File: src/rtl/ext_irq_pkg.sv
`timescale 1ns/1ps
package ext_irq_pkg;
  localparam int unsigned BANK_W = 32;
  localparam int unsigned SEL_W  = 3;

  typedef enum logic [SEL_W-1:0] {
    SEL_UNMASK = 3'd0,
    SEL_EVMASK = 3'd1,
    SEL_RISE   = 3'd2,
    SEL_FALL   = 3'd3,
    SEL_SWTRIG = 3'd4,
    SEL_PEND   = 3'd5
  } reg_sel_e;

  // valid bits of a bank serving 'lines' lines
  function automatic logic [BANK_W-1:0] valid_bits(input int unsigned lines);
    return BANK_W'((64'd1 << lines) - 64'd1);
  endfunction

  // selected edges between the stored and the current level
  function automatic logic [BANK_W-1:0] edge_hits(
    input logic [BANK_W-1:0] now_lvl,
    input logic [BANK_W-1:0] old_lvl,
    input logic [BANK_W-1:0] rise_sel,
    input logic [BANK_W-1:0] fall_sel);
    return (now_lvl & ~old_lvl & rise_sel) | (~now_lvl & old_lvl & fall_sel);
  endfunction

  // software trigger bits that newly go high on enabled, idle lines
  function automatic logic [BANK_W-1:0] sw_fresh(
    input logic [BANK_W-1:0] wr_val,
    input logic [BANK_W-1:0] prev,
    input logic [BANK_W-1:0] enabled,
    input logic [BANK_W-1:0] pending);
    return wr_val & ~prev & enabled & ~pending;
  endfunction
endpackage

File: src/rtl/ext_irq_sync.sv
`timescale 1ns/1ps
module ext_irq_sync #(
  parameter int unsigned W = 40
) (
  input  logic         clk,
  input  logic         rst_n,
  input  logic [W-1:0] async_i,
  output logic [W-1:0] sync_o
);
  logic [W-1:0] stage1_q;
  logic [W-1:0] stage2_q;

  always_ff @(posedge clk) begin
    if (!rst_n) begin
      stage1_q <= '0;
      stage2_q <= '0;
    end else begin
      stage1_q <= async_i;
      stage2_q <= stage1_q;
    end
  end

  assign sync_o = stage2_q;
endmodule

File: src/rtl/ext_irq_bank.sv
`timescale 1ns/1ps
module ext_irq_bank
  import ext_irq_pkg::*;
#(
  parameter int unsigned       LINES       = 32,
  parameter logic [BANK_W-1:0] DIRECT_MASK = '0
) (
  input  logic              clk,
  input  logic              rst_n,
  input  logic [BANK_W-1:0] lvl_i,
  input  logic              wr_en,
  input  logic [SEL_W-1:0]  wr_sel,
  input  logic [BANK_W-1:0] wr_data,
  output logic [BANK_W-1:0] q_unmask,
  output logic [BANK_W-1:0] q_evmask,
  output logic [BANK_W-1:0] q_rise,
  output logic [BANK_W-1:0] q_fall,
  output logic [BANK_W-1:0] q_swtrig,
  output logic [BANK_W-1:0] q_pend,
  output logic [BANK_W-1:0] irq_o
);
  localparam logic [BANK_W-1:0] VALID_M  = valid_bits(LINES);
  localparam logic [BANK_W-1:0] DIRECT_V = VALID_M & DIRECT_MASK;
  localparam logic [BANK_W-1:0] CFG_M    = VALID_M & ~DIRECT_MASK;

  logic [BANK_W-1:0] unmask_q, evmask_q, rise_q, fall_q, swtrig_q, pend_q;
  logic [BANK_W-1:0] lvl_q, dir_q, pulse_q;

  // named internal events
  logic              wr_sw, wr_pd;
  logic [BANK_W-1:0] chg, hw_hit, sw_hit, clr_bits, dir_upd;

  reg_sel_e sel;
  assign sel      = reg_sel_e'(wr_sel);
  assign wr_sw    = wr_en && (sel == SEL_SWTRIG);
  assign wr_pd    = wr_en && (sel == SEL_PEND);
  assign chg      = lvl_i ^ lvl_q;
  assign hw_hit   = unmask_q & CFG_M & edge_hits(lvl_i, lvl_q, rise_q, fall_q);
  assign sw_hit   = wr_sw ? sw_fresh(wr_data & CFG_M, swtrig_q, unmask_q, pend_q) : '0;
  assign clr_bits = wr_pd ? (pend_q & wr_data & CFG_M) : '0;
  assign dir_upd  = chg & unmask_q & DIRECT_V;

  // configuration registers
  always_ff @(posedge clk) begin
    if (!rst_n) begin
      unmask_q <= DIRECT_V;
      evmask_q <= '0;
      rise_q   <= '0;
      fall_q   <= '0;
    end else if (wr_en) begin
      case (sel)
        SEL_UNMASK: unmask_q <= wr_data & VALID_M;
        SEL_EVMASK: evmask_q <= wr_data & VALID_M;
        SEL_RISE:   rise_q   <= wr_data & CFG_M;
        SEL_FALL:   fall_q   <= wr_data & CFG_M;
        default: ;
      endcase
    end
  end

  // level history, pending, software trigger and outputs
  always_ff @(posedge clk) begin
    if (!rst_n) begin
      lvl_q    <= '0;
      pend_q   <= '0;
      swtrig_q <= '0;
      dir_q    <= '0;
      pulse_q  <= '0;
    end else begin
      lvl_q   <= lvl_i;
      pend_q  <= (pend_q & ~clr_bits) | hw_hit | sw_hit;
      dir_q   <= (dir_q & ~dir_upd) | (lvl_i & dir_upd);
      pulse_q <= hw_hit | sw_hit;
      if (wr_sw)      swtrig_q <= wr_data & CFG_M;
      else if (wr_pd) swtrig_q <= swtrig_q & ~clr_bits;
    end
  end

  assign q_unmask = unmask_q;
  assign q_evmask = evmask_q;
  assign q_rise   = rise_q;
  assign q_fall   = fall_q;
  assign q_swtrig = swtrig_q;
  assign q_pend   = pend_q;
  assign irq_o    = (dir_q & DIRECT_V) | (pulse_q & CFG_M);

  // every configurable pulse comes with its pending bit
  a_r6_pulse_has_pending: assert property (@(posedge clk) disable iff (!rst_n)
    ((irq_o & CFG_M) != '0) |-> ((irq_o & CFG_M & ~q_pend) == '0));

  // with no register write, masked lines never pulse
  a_r7_masked_quiet: assert property (@(posedge clk) disable iff (!rst_n)
    (!wr_en) |=> ((irq_o & CFG_M & ~$past(unmask_q)) == '0));

  // an unmasked direct line change reaches the output next cycle
  a_r8_direct_follows: assert property (@(posedge clk) disable iff (!rst_n)
    (dir_upd != '0) |=> (((irq_o ^ $past(lvl_i)) & $past(dir_upd)) == '0));

  // a fresh software trigger pulses its lines next cycle
  a_r9_sw_pulse: assert property (@(posedge clk) disable iff (!rst_n)
    (sw_hit != '0) |=> ((irq_o & $past(sw_hit)) == $past(sw_hit)));

  // a clear with no colliding edge empties pending and trigger bits
  a_r10_clear: assert property (@(posedge clk) disable iff (!rst_n)
    ((clr_bits != '0) && ((hw_hit & clr_bits) == '0))
      |=> (((q_pend | q_swtrig) & $past(clr_bits)) == '0));
endmodule

File: src/rtl/ext_irq_ctrl.sv
`timescale 1ns/1ps
module ext_irq_ctrl
  import ext_irq_pkg::*;
#(
  parameter int unsigned      NUM_LINES  = 40,
  parameter logic [NUM_LINES-1:0] DIRECT_MAP = 40'h87_FF82_0000
) (
  input  logic                 clk,
  input  logic                 rst_n,
  input  logic [NUM_LINES-1:0] line_i,
  input  logic                 bus_valid,
  input  logic                 bus_write,
  input  logic [9:0]           bus_addr,
  input  logic [31:0]          bus_wdata,
  output logic [31:0]          bus_rdata,
  output logic [NUM_LINES-1:0] irq_o
);
  localparam int unsigned NBANK  = (NUM_LINES + BANK_W - 1) / BANK_W;
  localparam int unsigned PAD    = NBANK * BANK_W;
  localparam logic [PAD-1:0] DIR_PAD = PAD'(DIRECT_MAP);
  localparam int unsigned LAST_SEL = 5;

  logic [NUM_LINES-1:0] sync_lvl;
  logic [PAD-1:0]       lvl_pad;
  logic [PAD-1:0]       irq_pad;
  logic [4:0]           bank_idx;
  logic [SEL_W-1:0]     reg_idx;
  logic                 addr_hit;
  logic [BANK_W-1:0]    rd_bank [NBANK];

  ext_irq_sync #(.W(NUM_LINES)) u_sync (
    .clk     (clk),
    .rst_n   (rst_n),
    .async_i (line_i),
    .sync_o  (sync_lvl)
  );

  always_comb begin
    lvl_pad = '0;
    lvl_pad[NUM_LINES-1:0] = sync_lvl;
  end

  assign bank_idx = bus_addr[9:5];
  assign reg_idx  = bus_addr[4:2];
  assign addr_hit = (bus_addr[1:0] == 2'b00) && (32'(bank_idx) < NBANK)
                 && (32'(reg_idx) <= LAST_SEL);

  for (genvar b = 0; b < NBANK; b++) begin : g_bank
    localparam int unsigned BL =
      (NUM_LINES - BANK_W*b >= BANK_W) ? BANK_W : NUM_LINES - BANK_W*b;
    logic [BANK_W-1:0] r_unm, r_ev, r_ri, r_fa, r_sw, r_pd;
    logic              wr_here;

    assign wr_here = bus_valid && bus_write && addr_hit && (bank_idx == 5'(b));

    ext_irq_bank #(
      .LINES       (BL),
      .DIRECT_MASK (DIR_PAD[BANK_W*b +: BANK_W])
    ) u_bank (
      .clk      (clk),
      .rst_n    (rst_n),
      .lvl_i    (lvl_pad[BANK_W*b +: BANK_W]),
      .wr_en    (wr_here),
      .wr_sel   (reg_idx),
      .wr_data  (bus_wdata),
      .q_unmask (r_unm),
      .q_evmask (r_ev),
      .q_rise   (r_ri),
      .q_fall   (r_fa),
      .q_swtrig (r_sw),
      .q_pend   (r_pd),
      .irq_o    (irq_pad[BANK_W*b +: BANK_W])
    );

    always_comb begin
      case (reg_sel_e'(reg_idx))
        SEL_UNMASK: rd_bank[b] = r_unm;
        SEL_EVMASK: rd_bank[b] = r_ev;
        SEL_RISE:   rd_bank[b] = r_ri;
        SEL_FALL:   rd_bank[b] = r_fa;
        SEL_SWTRIG: rd_bank[b] = r_sw;
        SEL_PEND:   rd_bank[b] = r_pd;
        default:    rd_bank[b] = '0;
      endcase
    end
  end

  always_comb begin
    bus_rdata = '0;
    if (bus_valid && !bus_write && addr_hit) begin
      for (int b = 0; b < NBANK; b++) begin
        if (bank_idx == 5'(b)) bus_rdata = rd_bank[b];
      end
    end
  end

  assign irq_o = irq_pad[NUM_LINES-1:0];

  // padding lines past the last valid line never interrupt
  a_r2_no_phantom_irq: assert property (@(posedge clk) disable iff (!rst_n)
    ((irq_pad >> NUM_LINES) == '0));

  // reads outside the mapped registers return zero
  a_r4_unmapped_zero: assert property (@(posedge clk) disable iff (!rst_n)
    (bus_valid && !bus_write && !addr_hit) |-> (bus_rdata == 32'd0));
endmodule

File: config.mk
export PLATFORM = sky130hd
export DESIGN_NAME = ext_irq_ctrl
export DESIGN_NICKNAME = d
export VERILOG_FILES = /design/src/rtl/ext_irq_pkg.sv /design/src/rtl/ext_irq_sync.sv /design/src/rtl/ext_irq_bank.sv /design/src/rtl/ext_irq_ctrl.sv
export SDC_FILE = /design/constraint.sdc
export NUM_CORES = 1
export LEC_CHECK = 0
export BUFFER_PORTS_ARGS = -buffer_cell sky130_fd_sc_hd__buf_2
export CORE_ASPECT_RATIO = 1.5
export CORE_MARGIN = 5
export CORE_UTILIZATION = 45
export CTS_BUF_LIST = sky130_fd_sc_hd__clkbuf_4 sky130_fd_sc_hd__clkbuf_8 sky130_fd_sc_hd__clkbuf_16
export DETAILED_ROUTE_END_ITERATION = 8
export PLACE_DENSITY = 0.71
export SYNTH_ARGS = -nofsm -noshare
export SYNTH_HDL_FRONTEND = slang
export SYNTH_HIERARCHICAL = 1
export SYNTH_SLANG_ARGS = --single-unit
File: constraint.sdc
create_clock -name clk -period 3.05 [get_ports clk]
set_input_delay 0.7625 -clock clk [delete_from_list [all_inputs] [get_ports clk]]
set_output_delay 0.7625 -clock clk [all_outputs]
set_load 0.05 [all_outputs]
Word level (Yosys, flattened, before mapping)
Cells that the tools add are included.
{"block": "totals", "regBits": 474, "latchBits": 0, "ramBits": 0, "romBits": 0, "output_inout_bits": 72, "elab_cells": 126, "mem_count": 0}
{"block": "classes", "add_sub_neg": 0, "mul": 0, "div": 0, "order_cmp": 2, "eq_ne": 6, "shifts": 0, "n_mux": 13, "bitwise": 55, "reduce_logical": 28}
{"cell": "AND 32 bit", "count": 13}
{"cell": "one-hot mux 32 bit (6 select lines)", "count": 2}
{"cell": "NOT 32 bit", "count": 9}
{"cell": "OR 32 bit", "count": 8}
{"cell": "two-way mux 32 bit", "count": 5}
{"cell": "NOT 8 -> 32 bit", "count": 3}
{"cell": "two-way mux 23 bit", "count": 3}
{"cell": "AND 23 x 32 -> 32 bit", "count": 2}
{"cell": "AND 32 x 23 -> 32 bit", "count": 2}
{"cell": "AND 32 x 7 -> 32 bit", "count": 2}
{"cell": "AND 32 x 8 -> 32 bit", "count": 2}
{"cell": "AND 7 x 32 -> 32 bit", "count": 2}
{"cell": "AND 8 x 32 -> 32 bit", "count": 1}
{"cell": "OR 32 x 23 -> 32 bit", "count": 1}
{"cell": "bitwise XOR 32 bit", "count": 1}
{"cell": "AND 23 bit", "count": 1}
{"cell": "OR 23 bit", "count": 1}
{"cell": "two-way mux 7 bit", "count": 3}
{"cell": "AND 8 bit", "count": 2}
{"cell": "AND reduction 2 bit", "count": 8}
{"cell": "logical AND 1 bit", "count": 12}
{"cell": "OR 8 x 7 -> 8 bit", "count": 1}
{"cell": "bitwise XOR 8 bit", "count": 1}
{"cell": "AND 7 bit", "count": 1}
{"cell": "14 further kinds", "count": 18}

Longest topological paths before layout
{"block": "depth", "word_depth": 11, "depth_mapped": 10, "ltp_nobuf": 6}

By module
The synthesis kept the hierarchy.
{"module": "ext_irq_bank at g_bank[0].u_bank", "instances": 1, "cells_per_inst": 1044, "area_each_um2": 8997.4}
{"module": "ext_irq_ctrl", "instances": 1, "cells_per_inst": 424, "area_each_um2": 3684.8}
{"module": "ext_irq_bank at g_bank[1].u_bank", "instances": 1, "cells_per_inst": 392, "area_each_um2": 3374.5}
{"module": "ext_irq_sync", "instances": 1, "cells_per_inst": 168, "area_each_um2": 2213.4}

Worst setup path after synthesis
OpenSTA, ideal clock, no wires.
{"block": "synth_path", "path_type": "input port to output port", "from": "in bus_addr[3]", "to": "out bus_rdata[14]", "t_arrival_ns": 3.108, "setup_slack_ns": -0.821, "cell_stages": 6, "path_cell_list": "buf_6 -> a211oi_2 -> nand3_1 -> or2_1 -> buf_6 -> nor4_1"}
{"block": "synth_between", "elab_chain_len": 5, "word_cells_on_any_way": 14}
{"element": "start: declaration", "line": "ext_irq_ctrl.sv:13", "text": "input logic [9:0] bus_addr,"}
{"element": "equality test 3 bit (tied with other cells)", "line": "ext_irq_ctrl.sv:76", "text": "case (reg_sel_e'(reg_idx))"}
{"element": "one-hot mux 32 bit (6 select lines)", "line": "ext_irq_ctrl.sv:76"}
{"element": "two-way mux 32 bit (2 in series)", "line": "ext_irq_ctrl.sv:92", "text": "if (bank_idx == 5'(b)) bus_rdata = rd_bank[b];"}
{"element": "two-way mux 32 bit (*)", "line": "ext_irq_ctrl.sv:90", "text": "if (bus_valid && !bus_write && addr_hit) begin"}
{"element": "end: declaration", "line": "ext_irq_ctrl.sv:15", "text": "output logic [31:0] bus_rdata,"}
Mark *: on every way between the ends. The rest lies on a longest branch, timed or not.

Final worst setup path
{"block": "layout_path", "from": "in bus_addr[2]", "to": "out bus_rdata[22]"}
Same word-level chain as after synthesis.

==> flow_summary.html <==
<table>
<tr><th>Metric</th><th>Value</th></tr>
<tr><th colspan="2">STA</th></tr>
<tr><td>Post-route fraction of the period consumed by the critical path</td><td>101%</td></tr>
<tr><td>Max-slew violations</td><td>0</td></tr>
<tr><td>Worst Skew</td><td>13.3 ps</td></tr>
<tr><td>Post-layout minimum cycle time</td><td>3080 ps</td></tr>
<tr><td>Setup violations, final</td><td>2</td></tr>
<tr><td>Setup repair after global routing missed its margin</td><td>true</td></tr>
<tr><td>Max Clk Rate</td><td>324 MHz</td></tr>
<tr><td>Final worst-path setup slack</td><td>-33.3 ps</td></tr>
<tr><td>Number of hold violations in the final report</td><td>0</td></tr>
<tr><th colspan="2">Pwr</th></tr>
<tr><td>Sw Ratio</td><td>23.2%</td></tr>
<tr><td>Sw power</td><td>2.32 mW</td></tr>
<tr><td>Clock network power share</td><td>44.6%</td></tr>
<tr><td>Internal power</td><td>7.66 mW</td></tr>
<tr><td>Part of the total power dissipated in sequential elements</td><td>46.1%</td></tr>
<tr><td>Worst voltage drop across the vdd grid</td><td>0.000494 V</td></tr>
<tr><td>Power density over the cells</td><td>465 mW/mm^2</td></tr>
<tr><td>Logic pwr share</td><td>9.3%</td></tr>
<tr><td>Leakage power</td><td>8.81 nW</td></tr>
<tr><th colspan="2">Logic synthesis</th></tr>
<tr><td>Syn. warnings</td><td>6</td></tr>
<tr><td>Number of instances in the synthesized netlist</td><td>2003</td></tr>
<tr><td>Cell area after synthesis</td><td>0.0181 mm^2</td></tr>
<tr><td>Mean instance size in the synthesized netlist</td><td>9.03 um^2</td></tr>
<tr><th colspan="2">Cells and area</th></tr>
<tr><td>Most frequent cells in the layout</td><td>sky130_fd_sc_hd__dfxtp_1 (344), sky130_fd_sc_hd__nand2_1 (310), sky130_fd_sc_hd__conb_1 (200)</td></tr>
<tr><td>Layout overhead on the synthesized area</td><td>18.7%</td></tr>
<tr><td>Fraction of final layout cells sized beyond drive strength 1</td><td>24.8%</td></tr>
<tr><td>Most frequent standard cell in the layout excluding fill and tap cells</td><td>sky130_fd_sc_hd__dfxtp_1</td></tr>
<tr><td>Final Cell Area</td><td>0.0215 mm^2</td></tr>
<tr><td>Nets</td><td>2294</td></tr>
<tr><th colspan="2">GRT</th></tr>
<tr><td>Antenna violations before repair</td><td>7</td></tr>
<tr><td>Maximum number of pins on one net before global-route repair</td><td>93</td></tr>
<tr><td>Global route overflow</td><td>0</td></tr>
<tr><td>First-pass GRT wire length</td><td>77.5 mm</td></tr>
<tr><td>Number of global-route vias before repair</td><td>14400</td></tr>
<tr><td>Overall fraction of global-route tracks in use</td><td>21.5%</td></tr>
<tr><th colspan="2">Clocking</th></tr>
<tr><td>CTS Buffer Depth</td><td>3</td></tr>
<tr><td>Source-to-sink clock delay at the later pin of the worst-skew pair</td><td>520 ps</td></tr>
<tr><td>Buffer cell driving the clock tree root</td><td>sky130_fd_sc_hd__clkbuf_16</td></tr>
<tr><td>Clock sinks</td><td>344</td></tr>
<tr><td>CTS clk-pin slew, worst paths</td><td>60 ps</td></tr>
<tr><td>CTS tree</td><td>done</td></tr>
<tr><td>H-tree depth</td><td>2</td></tr>
<tr><td>Number of buffers added by the clock tree synthesis step</td><td>34</td></tr>
<tr><td>Quantity of hold-fixing buffers added after cts</td><td>0</td></tr>
<tr><th colspan="2">Run status</th></tr>
<tr><td>Violated checks</td><td>setup timing</td></tr>
<tr><td>Outcome</td><td>complete, but fails checks</td></tr>
<tr><th colspan="2">Floorplanning</th></tr>
<tr><td>Die Width</td><td>174 um</td></tr>
<tr><td>CORE AREA</td><td>0.0400 mm^2</td></tr>
<tr><td>Height of the die</td><td>256 um</td></tr>
<tr><td>Cell row count</td><td>90</td></tr>
<tr><td>Die Outline Area</td><td>0.0444 mm^2</td></tr>
<tr><td>Initial cell density of the core</td><td>45.2%</td></tr>
<tr><td>Count of boundary I/O pins</td><td>158</td></tr>
<tr><th colspan="2">Worst setup path</th></tr>
<tr><td>Critical path peak fanout</td><td>12</td></tr>
<tr><td>Critical register-to-register path startpoint</td><td>u_sync/sync_o[7]</td></tr>
<tr><td>Critical path arrival</td><td>2320 ps</td></tr>
<tr><td>Crit path launch type</td><td>input pin</td></tr>
<tr><td>Setup slack, reg-to-reg</td><td>1850 ps</td></tr>
<tr><td>Critical path launch point</td><td>bus_addr[2]</td></tr>
<tr><td>WP data required</td><td>2290 ps</td></tr>
<tr><td>Crit path kind</td><td>in2out</td></tr>
<tr><td>Setup crit end kind</td><td>primary output</td></tr>
<tr><th colspan="2">Drt</th></tr>
<tr><td>Number of remaining DRC errors</td><td>0</td></tr>
<tr><td>Antenna-violating nets left</td><td>0</td></tr>
<tr><td>Routed wire length</td><td>50.0 mm</td></tr>
<tr><td>Length of the first detailed-routing pass in iterations</td><td>5</td></tr>
<tr><td>Starting DRC count in detailed routing</td><td>1036</td></tr>
<tr><td>Count of vias placed by the detailed router</td><td>14400</td></tr>
<tr><td>Detailed-route wire length per cell</td><td>18.2 um</td></tr>
<tr><td>Routed via count divided by cell count</td><td>5.24</td></tr>
<tr><th colspan="2">Placed design</th></tr>
<tr><td>Number of port buffers</td><td>157</td></tr>
<tr><td>Cell area after placement</td><td>0.0197 mm^2</td></tr>
<tr><td>Post-detail-place hpwl</td><td>35.7 mm</td></tr>
<tr><td>Post-Place Worst Slack</td><td>-322 ps</td></tr>
<tr><td>GP Congestion</td><td>0.877</td></tr>
<tr><th colspan="2">Min path</th></tr>
<tr><td>HP Class</td><td>reg2reg</td></tr>
<tr><td>Beginning of the worst hold path</td><td>u_sync/stage1_q[3]</td></tr>
<tr><th colspan="2">Flow run</th></tr>
<tr><td>Maximum capacitance violations</td><td>0</td></tr>
</table>
## state kept, by name, indices dropped and copies added, names as in the netlist, named ones only
signal / cells
g_bank.u_bank/lvl_q: 40
u_sync/sync_o: 40
g_bank.u_bank/q_swtrig: 26
g_bank.u_bank/q_fall: 26
u_sync/stage1_q: 40
g_bank.u_bank/pulse_q: 26
g_bank.u_bank/q_pend: 26
g_bank.u_bank/q_rise: 26
g_bank.u_bank/q_unmask: 40
g_bank.u_bank/q_evmask: 40
## cell type report
class / instances / area [um^2]
diodes: 5 / 12.5
multi-input cells: 1494 / 9920
fillers: 3553 / 18500
clock buffers: 48 / 1050
inverters: 30 / 116
clock inverters: 13 / 158
well taps: 506 / 633
flip-flops and latches: 344 / 6890
repair buffers: 304 / 2690
## stage by stage
stage / hold slack, ps / power, mW / setup TNS [ps] / std cells / utilization (%)
after global placement: 415 / 5.53 / -4790 / 2668 / 49.4
final: 435 / 9.98 / -53.6 / 2744 / 53.7
after floorplan: 412 / 5.42 / -1460 / 2201 / -
after CTS: 428 / 10.0 / -128 / 2735 / 53.1
after detailed placement: 418 / 5.55 / -4490 / 2668 / 49.4
after global routing: 438 / 10.3 / -158 / 2742 / 53.7
## what timing repair did
action,4_1_cts,5_1_grt
pin swaps,13,14
endpoints found under the setup margin,32,28
resized for setup,49,30
buffers inserted,6,1
cloned,0,4
## routing by layer
layer	global-route usage (%)	up-vias	share of wire, %
met5	0	-	0
met4	9.84	0	4.1
met3	3.63	110	5.9
met2	37.7	461	50
met1	25.7	6860	40
li1	-	6938	-
## worst max-delay path, stage by stage
cell and delay, ps:
sky130_fd_sc_hd__buf_16 140, sky130_fd_sc_hd__buf_4 160, sky130_fd_sc_hd__mux4_2 360, sky130_fd_sc_hd__nor2_1 50, sky130_fd_sc_hd__buf_4 130, sky130_fd_sc_hd__nor4_4 370, sky130_fd_sc_hd__buf_4 190, sky130_fd_sc_hd__buf_12 130
## worst paths after layout
check	end	depth (start not counted)
worst max-delay path	bus_rdata[22]	8
worst min-delay path	u_sync/sync_o[3]	1
worst max register to register	g_bank[0].u_bank/pulse_q[7]	4
worst min register to register	u_sync/sync_o[3]	1
## power groups by stage
stage	registers (mW)	logic [mW]	clock network [mW]
global placement	4.69	0.836	0
CTS	4.60	0.879	4.54
floorplan	4.72	0.703	0
finish	4.60	0.928	4.46
detailed placement	4.70	0.846	0
global route	4.60	1.01	4.73
Power figures use the tool's default switching activity.
